<file path="src/rtl/dwn_timer_pkg.sv">
// Shared constants for the down-counting timer: word indices on the
// register bus and bit positions inside the control and interrupt words.
// Assumes a 32-bit data word and word-aligned byte addresses.
package dwn_timer_pkg;

    localparam int unsigned WORD_IDX_W = 3;

    typedef enum logic [WORD_IDX_W-1:0] {
        IDX_RELOAD_LO = 3'd0,
        IDX_RELOAD_HI = 3'd1,
        IDX_COUNT_LO  = 3'd2,
        IDX_COUNT_HI  = 3'd3,
        IDX_CTRL      = 3'd4,
        IDX_IRQ       = 3'd5,
        IDX_SNAP_LO   = 3'd6,
        IDX_SNAP_HI   = 3'd7
    } word_idx_e;

    localparam int unsigned CTRL_PERIODIC_BIT = 0;
    localparam int unsigned CTRL_RUN_BIT      = 1;
    localparam int unsigned CTRL_WIDE_BIT     = 16;

    localparam int unsigned IRQ_ENABLE_BIT = 0;
    localparam int unsigned IRQ_RAW_BIT    = 1;
    localparam int unsigned IRQ_MASKED_BIT = 2;
    localparam int unsigned IRQ_CLEAR_BIT  = 3;

endpackage

</file>
<file path="src/rtl/dwn_timer_regs.sv">
// Register file and bus decode for the timer.
// Holds the reload words, the control bits, the interrupt enable and the
// latched high snapshot word. Produces a start pulse on a 0->1 run
// transition and a clear pulse for the status flag. Read data is
// combinational from the address.
// Assumes one access per clock and DATA_W > CTRL_WIDE_BIT.
module dwn_timer_regs
    import dwn_timer_pkg::*;
#(
    parameter int unsigned DATA_W = 32,
    parameter int unsigned ADDR_W = 5,
    localparam int unsigned CNT_W = 2 * DATA_W
) (
    input  logic              clk,
    input  logic              rst_n,
    input  logic [ADDR_W-1:0] bus_addr,
    input  logic              bus_we,
    input  logic              bus_re,
    input  logic [DATA_W-1:0] bus_wdata,
    output logic [DATA_W-1:0] bus_rdata,
    input  logic [CNT_W-1:0]  cnt,
    input  logic              raw,
    input  logic              masked,
    output logic [DATA_W-1:0] reload_lo,
    output logic [DATA_W-1:0] reload_hi,
    output logic              periodic,
    output logic              run,
    output logic              wide,
    output logic              int_en,
    output logic              start,
    output logic              start_wide,
    output logic              clr
);

    logic                  upper_ok;
    logic                  in_range;
    logic [WORD_IDX_W-1:0] idx;
    logic                  wr;
    logic                  rd;
    logic [DATA_W-1:0]     snap_hi_q;
    logic [DATA_W-1:0]     cnt_hi_view;

    // Address bits above the 8-word window must be zero (only when present).
    generate
        if (ADDR_W > 5) begin : g_upper
            assign upper_ok = (bus_addr[ADDR_W-1:5] == '0);
        end else begin : g_noupper
            assign upper_ok = 1'b1;
        end
    endgenerate

    assign in_range = upper_ok && (bus_addr[1:0] == 2'b00);
    assign idx      = bus_addr[4:2];
    assign wr       = bus_we && in_range;
    assign rd       = bus_re && in_range;

    assign start      = wr && (idx == IDX_CTRL) && bus_wdata[CTRL_RUN_BIT] && !run;
    assign start_wide = bus_wdata[CTRL_WIDE_BIT];
    assign clr        = wr && (idx == IDX_IRQ) && bus_wdata[IRQ_CLEAR_BIT];

    assign cnt_hi_view = wide ? cnt[CNT_W-1:DATA_W] : '0;

    // Software-writable words: reload pair, control bits, interrupt enable.
    always_ff @(posedge clk) begin
        if (!rst_n) begin
            reload_lo <= '0;
            reload_hi <= '0;
            periodic  <= 1'b0;
            run       <= 1'b0;
            wide      <= 1'b0;
            int_en    <= 1'b0;
        end else if (wr) begin
            case (idx)
                IDX_RELOAD_LO: reload_lo <= bus_wdata;
                IDX_RELOAD_HI: reload_hi <= bus_wdata;
                IDX_CTRL: begin
                    periodic <= bus_wdata[CTRL_PERIODIC_BIT];
                    run      <= bus_wdata[CTRL_RUN_BIT];
                    wide     <= bus_wdata[CTRL_WIDE_BIT];
                end
                IDX_IRQ:  int_en <= bus_wdata[IRQ_ENABLE_BIT];
                default: ;
            endcase
        end
    end

    // Latch the high count when software reads the low snapshot word.
    always_ff @(posedge clk) begin
        if (!rst_n) begin
            snap_hi_q <= '0;
        end else if (rd && (idx == IDX_SNAP_LO)) begin
            snap_hi_q <= cnt_hi_view;
        end
    end

    // Combinational read mux over the eight words.
    always_comb begin
        bus_rdata = '0;
        if (in_range) begin
            case (idx)
                IDX_RELOAD_LO: bus_rdata = reload_lo;
                IDX_RELOAD_HI: bus_rdata = reload_hi;
                IDX_COUNT_LO:  bus_rdata = cnt[DATA_W-1:0];
                IDX_COUNT_HI:  bus_rdata = cnt_hi_view;
                IDX_CTRL: begin
                    bus_rdata[CTRL_PERIODIC_BIT] = periodic;
                    bus_rdata[CTRL_RUN_BIT]      = run;
                    bus_rdata[CTRL_WIDE_BIT]     = wide;
                end
                IDX_IRQ: begin
                    bus_rdata[IRQ_ENABLE_BIT] = int_en;
                    bus_rdata[IRQ_RAW_BIT]    = raw;
                    bus_rdata[IRQ_MASKED_BIT] = masked;
                end
                IDX_SNAP_LO:   bus_rdata = cnt[DATA_W-1:0];
                IDX_SNAP_HI:   bus_rdata = snap_hi_q;
                default:       bus_rdata = '0;
            endcase
        end
    end

endmodule

</file>
<file path="src/rtl/dwn_timer_count.sv">
// The down-counter itself.
// Loads on a start pulse and decrements while running. In 32-bit mode only
// the low word moves and the zero test looks at the low word; in 64-bit
// mode the full width moves and the test looks at all of it. A zero count
// expires: it reloads when periodic, and otherwise parks at zero until the
// next start.
// Assumes start is only raised while the timer is stopped.
module dwn_timer_count #(
    parameter int unsigned DATA_W = 32,
    localparam int unsigned CNT_W = 2 * DATA_W
) (
    input  logic              clk,
    input  logic              rst_n,
    input  logic              start,
    input  logic              start_wide,
    input  logic              run,
    input  logic              periodic,
    input  logic              wide,
    input  logic [DATA_W-1:0] reload_lo,
    input  logic [DATA_W-1:0] reload_hi,
    output logic [CNT_W-1:0]  cnt,
    output logic              expire
);

    logic              done_q;
    logic              zero;
    logic [DATA_W-1:0] lo_dec;

    assign zero   = wide ? (cnt == '0) : (cnt[DATA_W-1:0] == '0);
    assign expire = run && !start && zero && (periodic || !done_q);
    assign lo_dec = cnt[DATA_W-1:0] - 1'b1;

    // Count register and the one-shot parked flag.
    always_ff @(posedge clk) begin
        if (!rst_n) begin
            cnt    <= '0;
            done_q <= 1'b0;
        end else if (start) begin
            cnt    <= {(start_wide ? reload_hi : {DATA_W{1'b0}}), reload_lo};
            done_q <= 1'b0;
        end else if (run) begin
            if (expire) begin
                if (periodic) begin
                    cnt <= {(wide ? reload_hi : {DATA_W{1'b0}}), reload_lo};
                end else begin
                    done_q <= 1'b1;
                end
            end else if (!zero) begin
                if (wide) begin
                    cnt <= cnt - 1'b1;
                end else begin
                    cnt[DATA_W-1:0] <= lo_dec;
                end
            end
        end
    end

endmodule

</file>
<file path="src/rtl/dwn_timer_irq.sv">
// Interrupt status: a sticky raw flag set by expiry and cleared by a
// write-one-to-clear pulse (expiry has priority), plus the masked view.
// Assumes expire and clr are single-clock qualified pulses.
module dwn_timer_irq (
    input  logic clk,
    input  logic rst_n,
    input  logic expire,
    input  logic clr,
    input  logic int_en,
    output logic raw,
    output logic masked,
    output logic irq_o
);

    // Sticky raw status; set beats clear.
    always_ff @(posedge clk) begin
        if (!rst_n) begin
            raw <= 1'b0;
        end else if (expire) begin
            raw <= 1'b1;
        end else if (clr) begin
            raw <= 1'b0;
        end
    end

    assign masked = raw && int_en;
    assign irq_o  = masked;

endmodule

</file>
<file path="src/rtl/dwn_timer_top.sv">
// Top of the dual-width down-counting timer: wires the register file,
// the counter and the interrupt status together.
// Assumes a single clock domain and a synchronous active-low reset.
module dwn_timer_top #(
    parameter int unsigned DATA_W = 32,
    parameter int unsigned ADDR_W = 5
) (
    input  logic              clk,
    input  logic              rst_n,
    input  logic [ADDR_W-1:0] bus_addr,
    input  logic              bus_we,
    input  logic              bus_re,
    input  logic [DATA_W-1:0] bus_wdata,
    output logic [DATA_W-1:0] bus_rdata,
    output logic              irq_o
);

    localparam int unsigned CNT_W = 2 * DATA_W;

    logic [DATA_W-1:0] reload_lo_w;
    logic [DATA_W-1:0] reload_hi_w;
    logic              periodic_w;
    logic              run_w;
    logic              wide_w;
    logic              int_en_w;
    logic              start_w;
    logic              start_wide_w;
    logic              clr_w;
    logic [CNT_W-1:0]  cnt_w;
    logic              expire_w;
    logic              raw_w;
    logic              masked_w;

    dwn_timer_regs #(.DATA_W(DATA_W), .ADDR_W(ADDR_W)) regs_i (
        .clk        (clk),
        .rst_n      (rst_n),
        .bus_addr   (bus_addr),
        .bus_we     (bus_we),
        .bus_re     (bus_re),
        .bus_wdata  (bus_wdata),
        .bus_rdata  (bus_rdata),
        .cnt        (cnt_w),
        .raw        (raw_w),
        .masked     (masked_w),
        .reload_lo  (reload_lo_w),
        .reload_hi  (reload_hi_w),
        .periodic   (periodic_w),
        .run        (run_w),
        .wide       (wide_w),
        .int_en     (int_en_w),
        .start      (start_w),
        .start_wide (start_wide_w),
        .clr        (clr_w)
    );

    dwn_timer_count #(.DATA_W(DATA_W)) count_i (
        .clk        (clk),
        .rst_n      (rst_n),
        .start      (start_w),
        .start_wide (start_wide_w),
        .run        (run_w),
        .periodic   (periodic_w),
        .wide       (wide_w),
        .reload_lo  (reload_lo_w),
        .reload_hi  (reload_hi_w),
        .cnt        (cnt_w),
        .expire     (expire_w)
    );

    dwn_timer_irq irq_i (
        .clk    (clk),
        .rst_n  (rst_n),
        .expire (expire_w),
        .clr    (clr_w),
        .int_en (int_en_w),
        .raw    (raw_w),
        .masked (masked_w),
        .irq_o  (irq_o)
    );

endmodule

</file>
<file path="config.mk">
export PLATFORM = sky130hd
export DESIGN_NAME = dwn_timer_top
export DESIGN_NICKNAME = d
export VERILOG_FILES = /design/src/rtl/dwn_timer_pkg.sv /design/src/rtl/dwn_timer_regs.sv /design/src/rtl/dwn_timer_count.sv /design/src/rtl/dwn_timer_irq.sv /design/src/rtl/dwn_timer_top.sv
export SDC_FILE = /design/constraint.sdc
export NUM_CORES = 1
export LEC_CHECK = 0
export BUFFER_PORTS_ARGS = -buffer_cell sky130_fd_sc_hd__buf_2
export CORE_ASPECT_RATIO = 1.25
export CORE_MARGIN = 2
export CORE_UTILIZATION = 45
export CTS_CLUSTER_SIZE = 16
export DETAILED_ROUTE_END_ITERATION = 6
export HOLD_SLACK_MARGIN = 0.08
export PLACE_DENSITY_LB_ADDON = 0.25
export SETUP_SLACK_MARGIN = 0.5
export SYNTH_ARGS = -nofsm -noshare
export SYNTH_HDL_FRONTEND = slang
export SYNTH_SLANG_ARGS = --single-unit
export TNS_END_PERCENT = 30
</file>
<file path="constraint.sdc">
create_clock -name clk -period 2.24 [get_ports clk]
set_input_delay 0.336 -clock clk [delete_from_list [all_inputs] [get_ports clk]]
set_output_delay 0.336 -clock clk [all_outputs]
set_load 0.02 [all_outputs]
</file>
==> summary.txt, run 1 <==
Hold path
  • Worst min-delay path startpoint: bus_wdata[7]
  • Hold WC Path Type: primary input to flop
  • WHS Endpoint: regs_i.reload_hi[7]$_SDFFE_PN0P_
  • Worst Hold Depth: 3

Logic synthesis
  • Mapped Avg Cell Area: 7.288 um^2
  • Number of flops mapped to enable cells by yosys: 0
  • Asr flop ratio synth: 0
  • Post-synth top cells: nand2_1 (229), a21oi_1 (226), dfxtp_1 (166), nor2_1 (97), clkbuf_1 (72)
  • Syn_nets: 1325
  • #FFs+latches synth: 166
  • Top cell type by total area after synthesis: dfxtp_1
  • Sequential element share of the synthesized area: 0.3554
  • Synthesized area: about 9400 um^2
  • Synth cell types: 75
  • Main area contributors after synthesis: dfxtp_1 (36%), a21oi_1 (12%), nand2_1 (9.2%)
  • Synth Flop Type: dfxtp_1
  • Synth top area share: 0.3554
  • Ys Warns: 0
  • Synthesized instance count: around 1300
  • Most frequent cell after synthesis: nand2_1

STA
  • Worst hold slack: 121.1 ps
  • Max frequency: 0.4086 GHz
  • Slew Viols, Final: 0
  • Max-slew headroom: 0.5318
  • Setup_tns: -8688 ps
  • Setup violators final: 64
  • RSZ-0062 raised after global routing: true
  • Worst clock skew: 11.84 ps
  • Min cycle time layout: 2447 ps
  • Setup ws final: -207.3 ps
  • Worst Max-Slew Pin Slew: 699.7 ps
  • Final hold viol count: 0
  • Period utilization: 1.093

Critical path
  • Crit path top cell by count: buf_6
  • Internal reg-to-reg setup slack: -210 ps
  • Delay-heaviest family, CP: simple AND/OR/NAND/NOR gates
  • Worst EP arrival: 2770 ps
  • Worst Reg-to-Reg Cells: 11
  • Reg2Reg Capture Point: count_i.cnt[27]$_SDFFE_PN0P_
  • Crit-path max cell delay: roughly 340 ps
  • Critical path peak fanout: 7
  • CP bufs+invs: 4
  • Critical Path End Type: flop
  • CP cell instances: nor4_1 > and4_4 > buf_6 > nand4_1 > buf_4 > o21a_4 > buf_6 > buf_16 > o31a_1 > o21ai_1 > a21oi_1
  • Critical path class: flop to flop
  • Required @ worst endpoint: 2560 ps
  • Worst setup SP type: flop
  • CP max-delay cell: dfxtp_1
  • Worst reg2reg startpoint: count_i.cnt[13]$_SDFFE_PN0P_

Detailed routing
  • Wire per inst: approximately 22 um
  • DR pass1 iterations: 6
  • DRT iter0 DRCs: approximately 1200
  • Vias: 11001
  • Final WL: 38630 um
  • Post-route ant nets: 0
  • DR vias/cell: 6.184
  • Drc violations: 0

Run status
  • Outcome: finished, violations left
  • Failing checks: setup timing

GRT
  • Vias in the first global route: 10732
  • Overflow after GRT: 0
  • Pin count of the biggest net entering global routing: 81
  • Initial antenna violation count: 0
  • First-pass GRT wire length: 59060 um
  • GRT Total Usage: 0.3440

Clock tree
  • Clock sink count: 166
  • Root buffer cell: clkbuf_16
  • Skew-Pair Late Insertion Delay: 460 ps
  • Cts bufs inserted: 17
  • Max Buffers Root-to-Sink: 2
  • Clk pin slew, worst setup/hold paths: ~80 ps
  • CTS H-tree depth: 4
  • CTS tree: done

Cells and area
  • Ratio of cells with drive above 1 in the final layout: 0.3552
  • ANT cells: 0
  • Syn-to-layout area delta: 46.33%
  • Nets: approximately 1500
  • Fillers: 1634
  • Layout Cells excl Fill: 1779

Floorplan
  • CORE AREA: 20250 um^2
  • Die W: approximately 130 um
  • Initial core utilization: 0.4618
  • Ports: 74
  • Die footprint: 21950 um^2
  • DIE HEIGHT: between 150 and 200 um
  • Row count: 58

Power and ir drop
  • Power Density: 552.6 nW/um^2
  • VDD IR max: 0.6221 mV
  • LEAKAGE: roughly 0.0052 uW
  • Tot Pwr: 7561 uW

Flow run
  • Max-Cap Viols: 0

Place
  • Port bufs: 73
  • Placed Instances: roughly 1700
  • Hpwl dp: between 20000 and 25000 um
  • Placer Congestion: 0.9888
per-layer routing:
layer,vias up,track usage,wire length [um]
met2,550,0.6027,18930
li1,5042,-,-
met4,0,0.1662,1825
met1,5255,0.4096,15240
met3,154,0.05922,2632
met5,-,0,0
sequential cells by signal, summed over array words and instances, names as in the netlist:
| register | flops |
|---|---|
| count_i.cnt | 64 |
| regs_i.reload_hi | 32 |
| regs_i.reload_lo | 32 |
| regs_i.snap_hi_q | 32 |
| count_i.done_q | 1 |
| irq_i.raw | 1 |
| regs_i.int_en | 1 |
| regs_i.periodic | 1 |
| regs_i.run | 1 |
| regs_i.wide | 1 |
stage by stage:
| step | instance area [um^2] | setup WS (ps) | util |
|---|---|---|---|
| finish | 13680 | -207.3 | 0.6758 |
| global route | 13680 | -278.1 | 0.6758 |
| CTS | 13270 | -141.5 | 0.6554 |
| detailed placement | 11590 | -249.2 | 0.5723 |
| global placement | 11590 | -210.1 | 0.5723 |
| floorplan | 9849 | -46.06 | - |
area by class of cell:
type                    count  area, um^2  share of cell area
clock buffers              17       425.4             0.03109
clock inverters            15       161.4             0.01180
inverters                  12       47.55            0.003475
multi-input cells         992        6431              0.4700
flip-flops and latches    166        3341              0.2442
well taps                 270       337.8             0.02469
repair buffers            307        2938              0.2147
how the worst max path moves through the flow:
stage                     slack, ps                    startpoint                      endpoint  cells past startpoint
final                          -210  count_i.cnt[13]$_SDFFE_PN0P_  count_i.cnt[27]$_SDFFE_PN0P_                     11
after global routing           -280  count_i.cnt[15]$_SDFFE_PN0P_  count_i.cnt[48]$_SDFFE_PN0P_                     11
after CTS                      -140  count_i.cnt[20]$_SDFFE_PN0P_  count_i.cnt[63]$_SDFFE_PN0P_                     11
after detailed placement       -250  count_i.cnt[15]$_SDFFE_PN0P_  count_i.cnt[30]$_SDFFE_PN0P_                      9
after global placement         -210   count_i.cnt[0]$_SDFFE_PN0P_  count_i.cnt[34]$_SDFFE_PN0P_                     11
after floorplan                 -50   count_i.cnt[0]$_SDFFE_PN0P_  count_i.cnt[56]$_SDFFE_PN0P_                     10
placed cells by master (no fill, tap or decap), types with 9 or more instances in the layout:
cell	count
a21o_1	10
nor3_2	11
nor4_1	9
a31oi_1	10
or3_1	10
nand4_1	12
a22oi_2	25
a21oi_4	16
inv_1	9
o21ai_1	34
buf_12	21
buf_6	42
buf_2	45
o21ai_0	22
buf_16	10
o21a_1	13
mux2i_1	30
nand3_1	48
a21oi_1	186
nor2_1	84
buf_4	180
nor3_1	29
and2_1	14
dfxtp_1	156
nor2_2	12
a21oi_2	24
nand2_1	224
clkbuf_16	21
o21ai_2	9
cells by family after synthesis:
logic type	after synthesis	synth area share
flip-flops	166	0.3554
AO/OA/AOI/OAI	433	0.2824
buffers and inverters	125	0.05754
multiplexers	34	0.03680
XOR/XNOR	4	0.003748
adder cells (fa/ha/maj)	1	0.001338
AND/OR/NAND/NOR	520	0.2628
timing repair:
action | CTS | global route
setup buffers | 20 | 7
hold buffers | 0 | 0
resized for setup | 199 | 86
endpoints found under the setup margin | 98 | 98
pin swaps | 104 | 65
cloned | 10 | 4
power by group:
group,internal (uW),switching [uW]
combinational,708,839
clock,1580,1440
sequential,2970,19.6
worst register-to-register path: cells and delay by family (launching register included):
family                 cells  cell delay, ps
AND/OR/NAND/NOR            3             790
buffers and inverters      4             610
AO/OA/AOI/OAI              4             590
flip-flops                 1             340
(Power assumes the default switching activity.)
==> run 2, diff against run 1 <==
--- a/config.mk
+++ b/config.mk
@@ -5,10 +5,11 @@
 export SDC_FILE = /design/constraint.sdc
 export NUM_CORES = 1
 export LEC_CHECK = 0
+export ABC_AREA = 1
 export BUFFER_PORTS_ARGS = -buffer_cell sky130_fd_sc_hd__buf_2
 export CORE_ASPECT_RATIO = 1.25
 export CORE_MARGIN = 2
-export CORE_UTILIZATION = 45
+export CORE_UTILIZATION = 55
 export CTS_CLUSTER_SIZE = 16
 export DETAILED_ROUTE_END_ITERATION = 6
 export HOLD_SLACK_MARGIN = 0.08
==> constraint.sdc (replaced) <==
create_clock -name clk -period 2.95 [get_ports clk]
set_input_delay 0.4425 -clock clk [delete_from_list [all_inputs] [get_ports clk]]
set_output_delay 0.4425 -clock clk [all_outputs]
set_load 0.02 [all_outputs]
==> run 2 against run 1 <==
Against the previous run:
- the flow now finishes without violations
- clock skew shrank 2.3 ps
- core utilization decreased by 3.6 points
- sequential power is 23% lower
- sequential share of layout area increased by 4.2 points
- global-route usage up 6.9 points
- clock power is 25% lower
- non-clock buffer count fell by 178
- register-to-register slack better by 800 ps
- routed wire length increased by 6.4%
- via count increased by 9.6%
- critical endpoint is now bus_rdata[16]
==> summary.txt, run 2 <==
Run status
  • Outcome: complete, no violations

Cells and area
  • Most frequent cells in the layout: nand2_1 (386), nor2_1 (262), inv_1 (210), dfxtp_1 (165), a21oi_1 (162)
  • Multi-input logic area: ~5800 um^2
  • Reg with most FFs: count_i.cnt
  • ANT cells: 0
  • Ratio of cells with drive above 1 in the final layout: 0.1110
  • Largest register FFs: between 60 and 70
  • Core Util, Final: 0.6398
  • Commonest non-fill, non-tap cell in the layout: nand2_1
  • Syn-to-layout area delta: 13.88%
  • Fillers: 1768
  • Sequential Area: between 3000 and 4000 um^2
  • Nets: 1786

Clock tree
  • Cts bufs inserted: 17
  • Clock sink count: between 150 and 200
  • CTS tree: done
  • Clk pin slew, worst setup/hold paths: 70 ps
  • Max Buffers Root-to-Sink: 2
  • Skew-Pair Late Insertion Delay: 440 ps
  • Post-CTS Hold Buffers: 0
  • CTS H-tree depth: 4
  • Root buffer cell: clkbuf_16

GRT
  • First-pass GRT wire length: 62890 um
  • Vias in the first global route: 11059
  • Pin count of the biggest net entering global routing: 96
  • GRT Total Usage: 0.4133
  • Initial antenna violation count: 0
  • Overflow after GRT: 0

Floorplan
  • Ports: 74
  • Die footprint: 19670 um^2
  • CORE AREA: ~18000 um^2
  • Initial core utilization: 0.5618
  • Die W: between 100 and 150 um
  • Row count: 55
  • DIE HEIGHT: around 160 um

Detailed routing
  • DR pass1 iterations: 7
  • Final WL: 41100 um
  • Wire per inst: 20.70 um
  • Post-route ant nets: 0
  • Vias: 12062
  • DR vias/cell: 6.077
  • Drc violations: 0
  • DRT iter0 DRCs: 1363

Hold path
  • Worst min-delay path startpoint: bus_wdata[29]
  • WHS Endpoint: regs_i.reload_hi[29]$_SDFFE_PN0P_
  • Hold WC Path Type: primary input to flop
  • Worst Hold Depth: 3

Logic synthesis
  • Most frequent cell after synthesis: nand2_1
  • Synth cell types: 35
  • Ys Warns: 0
  • Synth top area share: 0.3256
  • Top cell type by total area after synthesis: dfxtp_1
  • Synth Flop Type: dfxtp_1
  • Post-synth top cells: nand2_1 (386), nor2_1 (275), inv_1 (211), dfxtp_1 (166), a21oi_1 (162)
  • Number of flops mapped to enable cells by yosys: 0
  • Syn_nets: 1723
  • #FFs+latches synth: 166
  • Synthesized area: 10210 um^2
  • Sequential element share of the synthesized area: 0.3256
  • Asr flop ratio synth: 0
  • Mapped Avg Cell Area: 6.072 um^2
  • Main area contributors after synthesis: dfxtp_1 (33%), nand2_1 (14%), nor2_1 (10%)
  • Synthesized instance count: 1681

Critical path
  • Worst EP arrival: 1980 ps
  • Worst setup SP type: flop
  • Internal reg-to-reg setup slack: 590 ps
  • Required @ worst endpoint: between 2000 and 3000 ps
  • Worst reg2reg startpoint: count_i.cnt[33]$_SDFFE_PN0P_
  • Critical path class: flop to output pin
  • Worst Reg-to-Reg Cells: 11
  • Critical path peak fanout: 4
  • Reg2Reg Capture Point: count_i.cnt[61]$_SDFFE_PN0P_
  • Critical Path End Type: output pin

STA
  • Worst Max-Slew Pin Slew: 875.7 ps
  • Setup violators final: 0
  • RSZ-0062 raised after global routing: true
  • Min cycle time layout: 2423 ps
  • Slew Viols, Final: 0
  • Max frequency: a little over 0.4 GHz
  • Final hold viol count: 0
  • Period utilization: 0.8213
  • Worst hold slack: 240.9 ps
  • Worst clock skew: 9.553 ps
  • Setup_tns: 0 ps
  • Max-slew headroom: 0.4162

Power and ir drop
  • VDD IR max: 0.4068 mV
  • Tot Pwr: 5832 uW
  • P_sw: 1941 uW
  • Clock network fraction of total power: 0.391
  • LEAKAGE: 0.005552 uW
  • Power Density: roughly 500 nW/um^2
  • Switching Fraction: 0.3329
  • Sequential share of power: 0.395
  • Combinational Power Share: 0.215
  • Internal Power: 3891 uW

Place
  • Placer Congestion: between 1 and 1.5
  • Port bufs: 73
  • Hpwl dp: 29970 um

Flow run
  • Max-Cap Viols: 0
[run 2: cell count changes after synthesis, sizes merged, moves of 27 or more]
cell	delta
nor2	+185
xor2	+29
a21oi	-64
inv	+202
nand3	+61
nand2	+159
a211oi	+27
o22ai	+37
mux2i	-31
nor3	-40
a22oi	-30
o21ai	+44
[run 2: logic make-up after synthesis]
family                   after synthesis  synth area share
AO/OA/AOI/OAI                        374            0.2070
XOR/XNOR                              34           0.02917
adder cells (fa/ha/maj)                1          0.001226
buffers and inverters                304            0.1153
flip-flops                           166            0.3256
AND/OR/NAND/NOR                      802            0.3216
[run 2: final cells by class]
type | instances | share of cell area
clock buffer | 19 | 0.03811
clock inverter | 13 | 0.01173
inverter | 219 | 0.07104
multi-input combinational | 1211 | 0.4955
sequential | 166 | 0.2860
tap | 228 | 0.02454
timing repair buffer | 129 | 0.07309
[run 2: power by group through the flow]
stage / sequential [uW] / combinational, uW / clock, uW
floorplan: 2340 / 819 / 0
global placement: 2350 / 1180 / 0
detailed placement: 2350 / 1190 / 0
CTS: 2300 / 1210 / 2270
global route: 2300 / 1380 / 2350
finish: 2300 / 1250 / 2280
[run 2: what timing repair did]
| action | 4_1_cts | 5_1_grt |
|---|---|---|
| endpoints found under the setup margin | 22 | 65 |
| pin swaps | 0 | 3 |
| gates resized for setup | 4 | 21 |
| setup buffers | 0 | 3 |
| gates cloned | 0 | 0 |
[run 2: worst max-delay path by stage]
| stage | startpoint | endpoint | slack (ps) |
|---|---|---|---|
| floorplan | bus_addr[3] | bus_rdata[30] | 690 |
| global placement | count_i.cnt[0]$_SDFFE_PN0P_ | count_i.cnt[44]$_SDFFE_PN0P_ | 330 |
| CTS | count_i.cnt[50]$_SDFFE_PN0P_ | count_i.cnt[54]$_SDFFE_PN0P_ | 500 |
| finish | count_i.cnt[48]$_SDFFE_PN0P_ | bus_rdata[16] | 530 |
| global route | count_i.cnt[50]$_SDFFE_PN0P_ | count_i.cnt[51]$_SDFFE_PN0P_ | 440 |
| detailed placement | count_i.cnt[0]$_SDFFE_PN0P_ | count_i.cnt[44]$_SDFFE_PN0P_ | 300 |
[run 2: critical path, stage by stage, from the launching register on]
cell and delay (ps):
dfxtp_1 360, buf_4 170, inv_1 130, o21ai_0 380, a221oi_1 160, a21oi_1 150
buf_2 190
[run 2: per-layer routing]
metal	vias to the layer above	global-route usage	part of all wire	wire length (um)
met5	-	0	0	0
met4	0	0.1675	0.040	1658
met3	120	0.06803	0.11	4493
met2	746	0.6445	0.44	18250
met1	5626	0.5715	0.41	16700
li1	5570	-	-	-
[run 2: per-stage QoR]
| step | setup slack [ps] | area [um^2] | std cells |
|---|---|---|---|
| 2_1_floorplan | 691.3 | 10210 | 1681 |
| 3_3_place_gp | 327.7 | 10930 | 1950 |
| 3_5_place_dp | 299.2 | 10930 | 1950 |
| 4_1_cts | 503.6 | 11520 | 1982 |
| 5_1_grt | 436.1 | 11620 | 1985 |
| 6_report | 527.2 | 11620 | 1985 |
